==> src/rtl/pts_pkg.sv <==
package pts_pkg;
  typedef enum logic [2:0] {
    ST_IDLE  = 3'd0,
    ST_WAIT  = 3'd1,
    ST_RUN   = 3'd2,
    ST_ARMED = 3'd3,
    ST_STOP  = 3'd4
  } pts_state_e;
endpackage

==> src/rtl/pts_counter.sv <==
module pts_counter #(
  parameter int CNT_W = 16
) (
  input  logic             clk_i,
  input  logic             rst_ni,
  input  logic             load_i,
  input  logic [CNT_W-1:0] load_val_i,
  input  logic             inc_i,
  output logic             last_o
);
  logic [CNT_W-1:0] cnt_q;

  always_ff @(posedge clk_i or negedge rst_ni) begin
    if (!rst_ni)     cnt_q <= '0;
    else if (load_i) cnt_q <= load_val_i;
    else if (inc_i)  cnt_q <= cnt_q + 1'b1;
  end

  // strobe that wraps the count to zero
  assign last_o = inc_i && (cnt_q == {CNT_W{1'b1}});
endmodule

==> src/rtl/pts_seq.sv <==
module pts_seq
  import pts_pkg::*;
(
  input  logic clk_i,
  input  logic rst_ni,
  input  logic conv_en_i,
  input  logic ext_trig_en_i,
  input  logic trig_i,
  input  logic conv_done_i,
  input  logic last_i,
  output logic load_o,
  output logic inc_o,
  output logic gate_o,
  output logic done_o
);
  pts_state_e state_q, state_d;

  always_comb begin
    state_d = state_q;
    if (!conv_en_i) begin
      state_d = ST_IDLE;
    end else begin
      unique case (state_q)
        ST_IDLE:  state_d = ext_trig_en_i ? ST_WAIT : ST_RUN;
        ST_WAIT:  if (trig_i) state_d = ST_RUN;
        ST_RUN:   if (trig_i) state_d = ST_ARMED;
        ST_ARMED: if (last_i) state_d = ST_STOP;
        ST_STOP:  state_d = ST_STOP;
        default:  state_d = ST_IDLE;
      endcase
    end
  end

  always_ff @(posedge clk_i or negedge rst_ni) begin
    if (!rst_ni) state_q <= ST_IDLE;
    else         state_q <= state_d;
  end

  assign load_o = conv_en_i && (state_q == ST_RUN) && trig_i;
  assign inc_o  = conv_en_i && (state_q == ST_ARMED) && conv_done_i;
  assign gate_o = (state_q == ST_RUN) || (state_q == ST_ARMED);
  assign done_o = (state_q == ST_STOP);
endmodule

==> src/rtl/post_trig_stop.sv <==
module post_trig_stop #(
  parameter int CNT_W = 16
) (
  input  logic             clk_i,
  input  logic             rst_ni,
  input  logic             conv_en_i,
  input  logic             ext_trig_en_i,
  input  logic             trig_i,
  input  logic             conv_done_i,
  input  logic [CNT_W-1:0] load_val_i,
  output logic             conv_gate_o,
  output logic             done_o
);
  logic load, inc, last;

  pts_seq u_seq (
    .clk_i         (clk_i),
    .rst_ni        (rst_ni),
    .conv_en_i     (conv_en_i),
    .ext_trig_en_i (ext_trig_en_i),
    .trig_i        (trig_i),
    .conv_done_i   (conv_done_i),
    .last_i        (last),
    .load_o        (load),
    .inc_o         (inc),
    .gate_o        (conv_gate_o),
    .done_o        (done_o)
  );

  pts_counter #(.CNT_W(CNT_W)) u_cnt (
    .clk_i      (clk_i),
    .rst_ni     (rst_ni),
    .load_i     (load),
    .load_val_i (load_val_i),
    .inc_i      (inc),
    .last_o     (last)
  );
endmodule

==> config.mk <==
export PLATFORM = sky130hd
export DESIGN_NAME = post_trig_stop
export DESIGN_NICKNAME = d
export VERILOG_FILES = /design/src/rtl/pts_pkg.sv /design/src/rtl/pts_counter.sv /design/src/rtl/pts_seq.sv /design/src/rtl/post_trig_stop.sv
export SDC_FILE = /design/constraint.sdc
export NUM_CORES = 1
export LEC_CHECK = 0
export BUFFER_PORTS_ARGS = -buffer_cell sky130_fd_sc_hd__buf_2
export CAP_MARGIN = 20
export CORE_MARGIN = 2
export CORE_UTILIZATION = 41
export DETAILED_ROUTE_END_ITERATION = 16
export HOLD_SLACK_MARGIN = 0.08
export PLACE_DENSITY_LB_ADDON = 0.15
export SLEW_MARGIN = 10
export SYNTH_ARGS = -nofsm -noshare
export SYNTH_HDL_FRONTEND = slang
export SYNTH_SLANG_ARGS = --single-unit
==> constraint.sdc <==
create_clock -name clk_i -period 2.3 [get_ports clk_i]
set_input_delay 0.69 -clock clk_i [delete_from_list [all_inputs] [get_ports clk_i]]
set_output_delay 0.69 -clock clk_i [all_outputs]
set_load 0.02 [all_outputs]
==> reports/results.tsv, run 1 <==
stage	metric	value	unit
status	outcome	finished, final reports clean	
power	leakage	0.597	nW
timing	fmax	495	MHz
worst_setup_path	r2r-start	u_cnt.cnt_q[0]	
yosys	syn_area_per_cell	9.68	µm²
worst_setup_path	crit_path_start_kind	register	
worst_setup_path	worstSetupStartpoint	u_seq.state_q[1]	
placed_design	io_buffers	23	
yosys	synthMuxAreaShare	0.892	%
die	rows	18	
placed_design	postPlaceCellArea	1270	µm²
timing	maxSlewViolCount	0	
worst_setup_path	cp.arrival	1330	ps
timing	fin_tns_setup	0	ps
yosys	synth_warnings	0	
route	drt-initial-drc-count	8	
global_route	grt_max_degree	20	
global_route	grt_pass1_wl	4.14	mm
yosys	synth-simple-area-share	30.8	%
final_layout	final_util	50.9	%
clocking	post-cts-setup-buffers	0	
yosys	synthTopCellsByArea	dfrtp_1 (42%), xor2_1 (8.6%), nand2_1 (8.4%)	
worst_hold_path	hold_class	input port to async pin	
die	core_area	2540	µm²
clocking	h-tree-depth	1	
yosys	yosysTopAreaCell	dfrtp_1	
die	io-pin-count	24	
clocking	numCtsBuffers	3	
timing	finalSetupViolCount	0	
final_layout	syn2layout_area_growth	15.5	%
final_layout	drive_above_1_share	26.2	%
power	ir_drop	495	µV
die	die-area	3170	µm²
yosys	synthXorXnorAreaFrac	11.7	%
die	start_util	44.1	%
die	dieHeight	56.3	µm
final_layout	instances_no_fill	171	
placed_design	dp_hpwl	1.66	mm
yosys	synth_fp_nets	139	
worst_setup_path	required	1610	ps
yosys	yosysTopAreaCellShare	42.4	%
yosys	synth_top_family_by_area	simple AND/OR/NAND/NOR gates	
final_layout	nNetsFinal	165	
route	drt-pass1-iter-count	3	
timing	rsz0062_at_grt	no	
yosys	yosysUniqueCellTypes	28	
placed_design	dpl.cell_count	167	
clocking	clk_pin_slew_worst_paths	120	ps
yosys	ys_ff_latch	19	
clocking	holdBufCountCts	0	
worst_setup_path	criticalPathCategory	register to output pin	
clocking	clkLatencyLatePin	300	ps
clocking	cts_tree	yes	
placed_design	place_congestion	0.727	
worst_setup_path	endpoint_kind	output pin	
clocking	cts.path.max_buffers	2	
clocking	cts_resized	0	
clocking	clock-sinks	19	
timing	tightest_slew	441	ps
power	power.total	1.04	mW
yosys	ys_seq_area_share	42.4	%
timing	period_minus_slack	2020	ps
route	vias_per_cell	5.21	
route	num_vias	891	
route	wire_per_inst	12.7	µm
route	ant_nets	0	
route	wl	2.18	mm
global_route	overflow	0	
final_layout	antenna_cells	0	
final_layout	finalInstanceArea	1300	µm²
yosys	syn_inst	116	
yosys	synth_fa_ha_area_share	1.11	%
global_route	first_global_vias	927	
clocking	clockRootBuffer	clkbuf_4	
die	fp.dieW	56.3	µm
global_route	grtUsageTotal	16.4	%
timing	fin_skew	12.5	ps
timing	report.final.hold_viol_count	0	
global_route	antenna_found_initial	0	
timing	relSlewSlack	70.6	%
yosys	synth-compound-area-share	11.0	%
worst_setup_path	worstPathMaxFanout	7	
timing	fin_crit_sh	87.7	%
job	drv_cap	0	
yosys	syn-cell-area	1120	µm²
power	powerDensity	805	nW/µm²
route	drc_errors	0	
## synthesized netlist by cell type
library cell	number
a221o_1	1
and2_1	1
and3_1	2
and4_1	2
and4bb_2	1
buf_2	4
dfrtp_1	19
ha_1	1
inv_1	1
mux2i_1	1
nand2_1	25
nand2b_1	2
nand3_1	5
nand4_1	4
nand4_4	1
nand4b_2	1
nand4b_4	1
nor2_1	4
nor2b_1	2
nor3_1	2
nor4_4	2
o21ai_0	10
o21ai_1	4
o21ai_2	3
o2bb2ai_1	1
o32ai_1	1
xnor2_1	4
xor2_1	11
## worst max-delay path, stage by stage (launching register included)
cell and delay [ps]:
dfrtp_1 500, nor2_1 190, and2_1 170, buf_2 160
## worst paths after layout
| path | endpoint | slack, ps | cells after the start |
|---|---|---|---|
| worst max-delay path | done_o | 280 | 3 |
| max in group asynchronous | u_cnt.cnt_q[14] | 1670 | 1 |
| min in group clk_i | u_cnt.cnt_q[2] | 580 | 3 |
| worst min-delay path | u_cnt.cnt_q[2] | 310 | 1 |
| worst min register to register | u_cnt.cnt_q[11] | 580 | 2 |
| worst max register to register | u_cnt.cnt_q[14] | 560 | 6 |
## report_power, final
part | internal [mW] | switching, mW | leakage, nW | total, mW
Clock | 0.0676 | 0.106 | 0.0150 | 0.173
Sequential | 0.453 | 0.151 | 0.239 | 0.605
Combinational | 0.136 | 0.129 | 0.343 | 0.265
## area by class of cell
| class | instances | area (µm²) |
|---|---|---|
| fill | 253 | 1250 |
| multi-input combinational | 92 | 623 |
| sequential | 19 | 475 |
| timing repair buffer | 25 | 130 |
| tap | 30 | 37.5 |
| clock buffer | 4 | 26.3 |
| inverter | 1 | 3.75 |
## state kept, by name, summed over array words and instances (netlist names)
| signal | count |
|---|---|
| u_seq.state_q | 3 |
| u_cnt.cnt_q | 16 |
## cells in the final DEF (no fill, tap or decap), drive strengths merged
| cell | instances |
|---|---|
| xnor2 | 4 |
| buf | 25 |
| dfrtp | 19 |
| a221o | 1 |
| clkbuf | 4 |
| nand2 | 25 |
| and4 | 2 |
| nand2b | 2 |
| mux2i | 1 |
| o21ai | 17 |
| nor3 | 2 |
| nand4b | 2 |
| nor4 | 2 |
| o32ai | 1 |
| nand3 | 5 |
| xor2 | 11 |
| inv | 1 |
| ha | 1 |
| nand4 | 5 |
| and4bb | 1 |
| nor2 | 4 |
| nor2b | 2 |
| and2 | 1 |
| and3 | 2 |
| o2bb2ai | 1 |
## logic make-up after synthesis
kind of cell,after synthesis
AOI/OAI and AO/OA,20
xor gates and xnor gates,15
adders and majority gates,1
buffers and inverters,5
DFF,19
muxes,1
and+or+nand+nor,55
## per-stage QoR
step           worst slack (ps)  hold WS [ps]
2_1_floorplan               663           394
4_1_cts                     272           317
6_report                    282           309
3_3_place_gp                447           547
5_1_grt                     215           326
3_5_place_dp                403           558
## layer usage
metal / wire length, µm / GRT usage [%] / up-vias
li1: - / - / 461
met1: 1020 / 21.7 / 409
met2: 1020 / 26.6 / 19
met3: 123 / 5.30 / 2
met4: 15 / 3.06 / 0
met5: 0 / 0 / -
No activity file was read; power rests on OpenSTA's default activity.
==> inputs of run 2 (changes only) <==
--- a/config.mk
+++ b/config.mk
@@ -15,4 +15,5 @@
 export SLEW_MARGIN = 10
 export SYNTH_ARGS = -nofsm -noshare
 export SYNTH_HDL_FRONTEND = slang
+export SYNTH_HIERARCHICAL = 1
 export SYNTH_SLANG_ARGS = --single-unit
==> run 2 against run 1 <==
Net effect:
- cell count increased by 2.3%
- die area increased by 1.8%
- register-to-register slack got worse by 70 ps
- sequential share of layout area decreased by 0.42 points
- via count increased by 2.4%
- total power decreased by 6.2%
- clock skew decreased by 3.1 ps
- worst setup slack improved by 120 ps
- clock power about the same
- sequential power decreased by 4.8%
- routed wire length increased by 1.0%
==> reports/results.tsv, run 2 <==
stage	metric	value	unit
worst_setup_path	cp.arrival	1210	ps
worst_setup_path	r2r-start	u_seq/state_q[2]	
clocking	numCtsBuffers	3	
worst_setup_path	required	1610	ps
clocking	post-cts-setup-buffers	0	
timing	finalSetupViolCount	0	
power	swShare	35.6	%
yosys	ys_seq_area_share	41.6	%
clocking	cts.path.max_buffers	2	
clocking	clock-sinks	19	
yosys	syn_inst	120	
placed_design	dp_hpwl	1.58	mm
yosys	synth_common_cells	nand2_1 (21), dfrtp_1 (19), o21ai_0 (9), xnor2_1 (9)	
power	seq_power_share	58.8	%
final_layout	syn2layout_area_growth	14.7	%
yosys	yosysTopAreaCell	dfrtp_1	
global_route	antenna_found_initial	0	
placed_design	dpl.cell_count	171	
final_layout	largest-register	u_cnt/cnt_q	
final_layout	instances_no_fill	175	
worst_setup_path	crit_path_top_delay_cell	dfrtp_1	
power	power.net_switching	0.348	mW
route	ant_nets	0	
global_route	grtUsageTotal	14.9	%
timing	fin_crit_sh	82.7	%
yosys	synth.most_common_cell	nand2_1	
die	dieHeight	56.8	µm
final_layout	largest_reg_flops	16	
timing	period_minus_slack	1900	ps
final_layout	mostFrequentLayoutCell	buf_2	
yosys	synth_fp_nets	143	
route	wire_per_inst	12.6	µm
clocking	cts_resized	0	
worst_setup_path	crit_path_start_kind	register	
final_layout	most-common-layout-cells	buf_2 (23), nand2_1 (21), dfrtp_1 (19)	
clocking	clkLatencyLatePin	300	ps
global_route	grt_max_degree	20	
power	powerDensity	747	nW/µm²
die	fp.dieW	56.8	µm
worst_setup_path	endpoint_kind	output pin	
timing	fmax	526	MHz
route	num_vias	912	
clocking	clk_pin_slew_worst_paths	110	ps
clocking	clockRootBuffer	clkbuf_4	
timing	rsz0062_at_grt	no	
final_layout	drive_above_1_share	27.8	%
die	core_area	2710	µm²
timing	fin_skew	9.36	ps
job	drv_cap	0	
timing	relSlewSlack	70.7	%
yosys	yosysUniqueCellTypes	32	
route	drt-initial-drc-count	21	
timing	fin_tns_setup	0	ps
worst_setup_path	worstSetupStartpoint	u_seq/state_q[1]	
yosys	syn-cell-area	1140	µm²
die	start_util	42.2	%
route	drc_errors	0	
die	die-area	3230	µm²
worst_hold_path	hold_class	input port to async pin	
power	ir_drop	436	µV
clocking	h-tree-depth	1	
yosys	yosysTopAreaCellShare	41.6	%
timing	report.final.hold_viol_count	0	
route	vias_per_cell	5.21	
final_layout	reg_top3	u_cnt/cnt_q (16), u_seq/state_q (3)	
worst_setup_path	cpPeakStageDelay	510	ps
worst_setup_path	path_buf_inv	1	
status	outcome	finished, final reports clean	
clocking	holdBufCountCts	0	
clocking	cts_tree	yes	
power	leakage	0.521	nW
worst_setup_path	crit_family	flip-flops	
global_route	grt_pass1_wl	3.66	mm
route	wl	2.20	mm
power	combPwrFrac	23.7	%
global_route	overflow	0	
die	io-pin-count	24	
placed_design	pre_cts_ws	80.5	ps
yosys	synth-edff-count	0	
placed_design	place_congestion	0.791	
route	drt-pass1-iter-count	4	
yosys	synth-async-reset-ratio	100	%
power	pwr-share-clk	17.4	%
yosys	synthTopCellsByArea	dfrtp_1 (42%), nand2_1 (6.9%), xnor2_1 (6.9%)	
yosys	ys_ff_latch	19	
yosys	synth_top_flop_cell	dfrtp_1	
timing	worst_slack	399	ps
power	internal_power	0.631	mW
power	power.total	0.979	mW
timing	tightest_slew	439	ps
global_route	first_global_vias	824	
yosys	syn_area_per_cell	9.53	µm²
final_layout	nNetsFinal	168	
final_layout	antenna_cells	0	
worst_setup_path	crit_chain	nor3b_2 > buf_2	
worst_setup_path	worstPathMaxFanout	9	
die	rows	19	
timing	maxSlewViolCount	0	
worst_setup_path	criticalPathCategory	register to output pin	
placed_design	io_buffers	23	
yosys	synth_warnings	6	
run 2: cell types whose count changed in the layout (fill, tap and decap cells not counted), moves of 3 or more:
cell / change
nand4_1: +3
nor4_2: +3
nor2_1: +3
nand2_1: -4
xnor2_1: +5
xor2_1: -6
run 2: logic make-up (layout without fill, tap and decap cells):
family / Yosys count / after routing / synth area share (%)
adders and majority gates: 1 / 1 / 1.09
muxes: 4 / 4 / 3.61
AOI/OAI and AO/OA: 19 / 19 / 10.3
and+or+nand+nor: 56 / 56 / 29.7
xor gates and xnor gates: 14 / 14 / 10.7
DFF: 19 / 19 / 41.6
buffers and inverters: 7 / 31 / 3.06
run 2: final timing paths:
kind                                    end  cells past startpoint  slack, ps
max                                  done_o                      2        400
min                          u_cnt/cnt_q[1]                      1        310
max reg2reg                 u_cnt/cnt_q[13]                      6        490
min reg2reg                 u_cnt/cnt_q[15]                      2        580
max in group asynchronous  u_seq/state_q[1]                      1       1680
min in group clk_i         u_seq/state_q[1]                      2        580
run 2: layout make-up:
class	count	area [µm²]
Fill cell	276	1400
Multi-Input combinational cell	94	633
Sequential cell	19	475
Timing Repair Buffer	25	130
Tap cell	31	38.8
Clock buffer	4	26.3
Inverter	2	7.51
run 2: stage by stage:
| stage | area [µm²] | hold slack (ps) | utilization, % |
|---|---|---|---|
| after floorplan | 1140 | 394 | - |
| after global placement | 1280 | 556 | 47.4 |
| after detailed placement | 1280 | 561 | 47.4 |
| after CTS | 1310 | 317 | 48.4 |
| after global routing | 1310 | 332 | 48.4 |
| final | 1310 | 311 | 48.4 |
run 2: metal layers:
layer  vias to the layer above  track usage [%]  part of all wire, %
met4                         0             3.99                 0.86
met5                         -                0                    0
met1                       420             19.5                   48
li1                        470                -                    -
met3                         2             5.76                  6.1
met2                        20             23.1                   45
run 2: power groups by stage:
stage,Combinational (mW),Clock [mW],Sequential (mW)
4_1_cts,0.236,0.180,0.576
5_1_grt,0.266,0.191,0.593
3_3_place_gp,0.227,0,0.582
6_report,0.232,0.171,0.576
2_1_floorplan,0.188,0,0.554
3_5_place_dp,0.235,0,0.580
==> inputs of run 3 (changes only) <==
--- a/config.mk
+++ b/config.mk
@@ -5,6 +5,7 @@
 export SDC_FILE = /design/constraint.sdc
 export NUM_CORES = 1
 export LEC_CHECK = 0
+export ABC_AREA = 1
 export BUFFER_PORTS_ARGS = -buffer_cell sky130_fd_sc_hd__buf_2
 export CAP_MARGIN = 20
 export CORE_MARGIN = 2
==> constraint.sdc (replaced) <==
create_clock -name clk_i -period 1.6 [get_ports clk_i]
set_input_delay 0.48 -clock clk_i [delete_from_list [all_inputs] [get_ports clk_i]]
set_output_delay 0.48 -clock clk_i [all_outputs]
set_load 0.02 [all_outputs]
==> run 3 against run 2 <==
Net effect:
- the run now ends with setup timing left
- non-clock buffer count up 22
- largest power group is now combinational cells
- die area up 14%
- highest routed layer unchanged
- register-to-register slack worse by 460 ps
- sequential cell count unchanged
- synthesized area up 15%
- worst hold slack worse by 200 ps
- count of clock-buffer cells in the layout unchanged
- via count up 52%
- critical path depth up 2
- cell count up 57%
==> reports/results.tsv, run 3 <==
stage	metric	value	unit
yosys	yosysTopAreaCell	dfrtp_1	
timing	finalSetupViolCount	1	
die	io-pin-count	24	
clocking	h-tree-depth	1	
power	ir_drop	769	µV
final_layout	mostFrequentLayoutCell	nand2_1	
route	ant_nets	0	
power	power.total	2.46	mW
placed_design	dp_hpwl	2.63	mm
clocking	clk_pin_slew_worst_paths	110	ps
final_layout	nNetsFinal	255	
route	num_vias	1387	
final_layout	most-common-layout-cells	nand2_1 (46), buf_4 (22), buf_2 (21)	
global_route	first_global_vias	1299	
status	violations	setup timing	
worst_setup_path	crit_path_start_kind	register	
final_layout	largest-register	u_cnt/cnt_q	
placed_design	io_buffers	23	
yosys	synthTopCellsByArea	dfrtp_1 (36%), nand2_1 (14%), nand3_1 (7.2%)	
timing	fin_crit_sh	101	%
yosys	syn_area_per_cell	7.19	µm²
yosys	yosysTopAreaCellShare	36.2	%
timing	period_minus_slack	1620	ps
yosys	ys_seq_area_share	36.2	%
timing	tightest_slew	441	ps
global_route	grt_max_degree	20	
worst_setup_path	cp.arrival	1140	ps
timing	fin_skew	9.81	ps
die	core_area	3050	µm²
clocking	clkLatencyLatePin	290	ps
worst_setup_path	rrSetupSlack	30	ps
status	outcome	finished with violations	
final_layout	largest_reg_flops	16	
yosys	synth-async-reset-ratio	100	%
yosys	ys_ff_latch	19	
yosys	synth_common_cells	nand2_1 (49), dfrtp_1 (19), inv_1 (19), nand3_1 (19), nor2_1 (18)	
timing	relSlewSlack	70.6	%
die	die-area	3680	µm²
yosys	synth_top_flop_cell	dfrtp_1	
route	drt-initial-drc-count	35	
route	wl	3.58	mm
worst_setup_path	required	1120	ps
worst_setup_path	worstPathMaxFanout	5	
clocking	clock-sinks	19	
worst_hold_path	hold_class	input port to async pin	
die	rows	20	
worst_setup_path	r2r_end	u_cnt/cnt_q[4]	
yosys	synth_warnings	6	
die	start_util	43.1	%
timing	rsz0062_at_grt	yes	
route	drt-pass1-iter-count	4	
power	powerDensity	1340	nW/µm²
yosys	synth-edff-count	0	
route	drc_errors	0	
timing	worst_slack	-19.3	ps
final_layout	drive_above_1_share	40.7	%
clocking	holdBufCountCts	0	
clocking	clockRootBuffer	clkbuf_4	
route	wire_per_inst	13.0	µm
worst_setup_path	criticalPathCategory	register to output pin	
worst_setup_path	r2r-start	u_seq/state_q[2]	
final_layout	antenna_cells	0	
job	drv_cap	0	
timing	fmax	618	MHz
global_route	overflow	0	
clocking	cts.path.max_buffers	2	
timing	report.final.hold_viol_count	0	
route	vias_per_cell	5.04	
yosys	syn_inst	183	
clocking	numCtsBuffers	3	
yosys	syn-cell-area	1320	µm²
yosys	yosysUniqueCellTypes	28	
placed_design	postPlaceCellArea	1610	µm²
die	fp.dieW	60.6	µm
clocking	cts_tree	yes	
worst_setup_path	endpoint_kind	output pin	
yosys	synth.most_common_cell	nand2_1	
timing	maxSlewViolCount	0	
power	leakage	0.883	nW
final_layout	syn2layout_area_growth	39.1	%
die	dieHeight	60.6	µm
final_layout	finalInstanceArea	1830	µm²
global_route	grtUsageTotal	21.1	%
yosys	synth_fp_nets	206	
worst_setup_path	worst_r2r_path_depth	8	
global_route	grt_pass1_wl	5.66	mm
global_route	antenna_found_initial	0	
final_layout	reg_top3	u_cnt/cnt_q (16), u_seq/state_q (3)	
placed_design	place_congestion	0.890	
[run 3: cell families after synthesis]
family	after synthesis	synth area share [%]
xor gates and xnor gates	7	4.66
and+or+nand+nor	106	37.3
DFF	19	36.2
buffers and inverters	26	8.18
AOI/OAI and AO/OA	24	12.7
adders and majority gates	1	0.951
[run 3: what timing repair did]
action | 4_1_cts | 5_1_grt
endpoints found under the setup margin | 1 | 19
resized for setup | 10 | 31
pin swaps | 1 | 16
setup buffers | 2 | 6
[run 3: worst max-delay path by stage]
stage,startpoint,end,cells past startpoint
finish,u_seq/state_q[1],done_o,4
global route,u_seq/state_q[1],done_o,4
CTS,u_seq/state_q[1],done_o,4
detailed placement,conv_en_i,u_seq/state_q[1],10
global placement,conv_en_i,u_seq/state_q[0],9
floorplan,u_seq/state_q[2],u_cnt/cnt_q[10],8
[run 3: routing by layer]
metal / wire (µm) / global-route usage (%) / vias up
met1: 1610 / 25.6 / 653
met2: 1800 / 36.1 / 33
met4: 48 / 10.2 / 0
met3: 117 / 3.41 / 6
met5: 0 / 0 / -
li1: - / - / 695
[run 3: area by class of cell]
type	instances	area, µm²
multi-input combinational	138	850
inverter	23	96.3
tap	44	55.1
sequential	19	478
clock buffer	4	26.3
timing repair buffer	47	324
fill	291	1220
[run 3: through the flow]
step	setup WS (ps)	instances	hold WS (ps)	setup TNS [ps]	utilization [%]
2_1_floorplan	39.3	183	184	0	-
3_3_place_gp	-72.9	264	447	-450	52.7
3_5_place_dp	-89.5	264	455	-886	52.7
4_1_cts	-49.8	270	115	-49.8	55.1
5_1_grt	-97.6	275	121	-861	59.9
6_report	-19.3	275	109	-19.3	59.9
[run 3: power breakdown]
group | switching [mW] | internal (mW) | leakage [nW]
Sequential | 0.277 | 0.693 | 0.236
Clock | 0.141 | 0.0970 | 0.0150
Combinational | 0.627 | 0.623 | 0.632
[run 3: critical path: stages (launching register included)]
cell	delay, ps
dfrtp_2	470
nor2_4	120
inv_2	60
nor2_4	90
buf_6	120
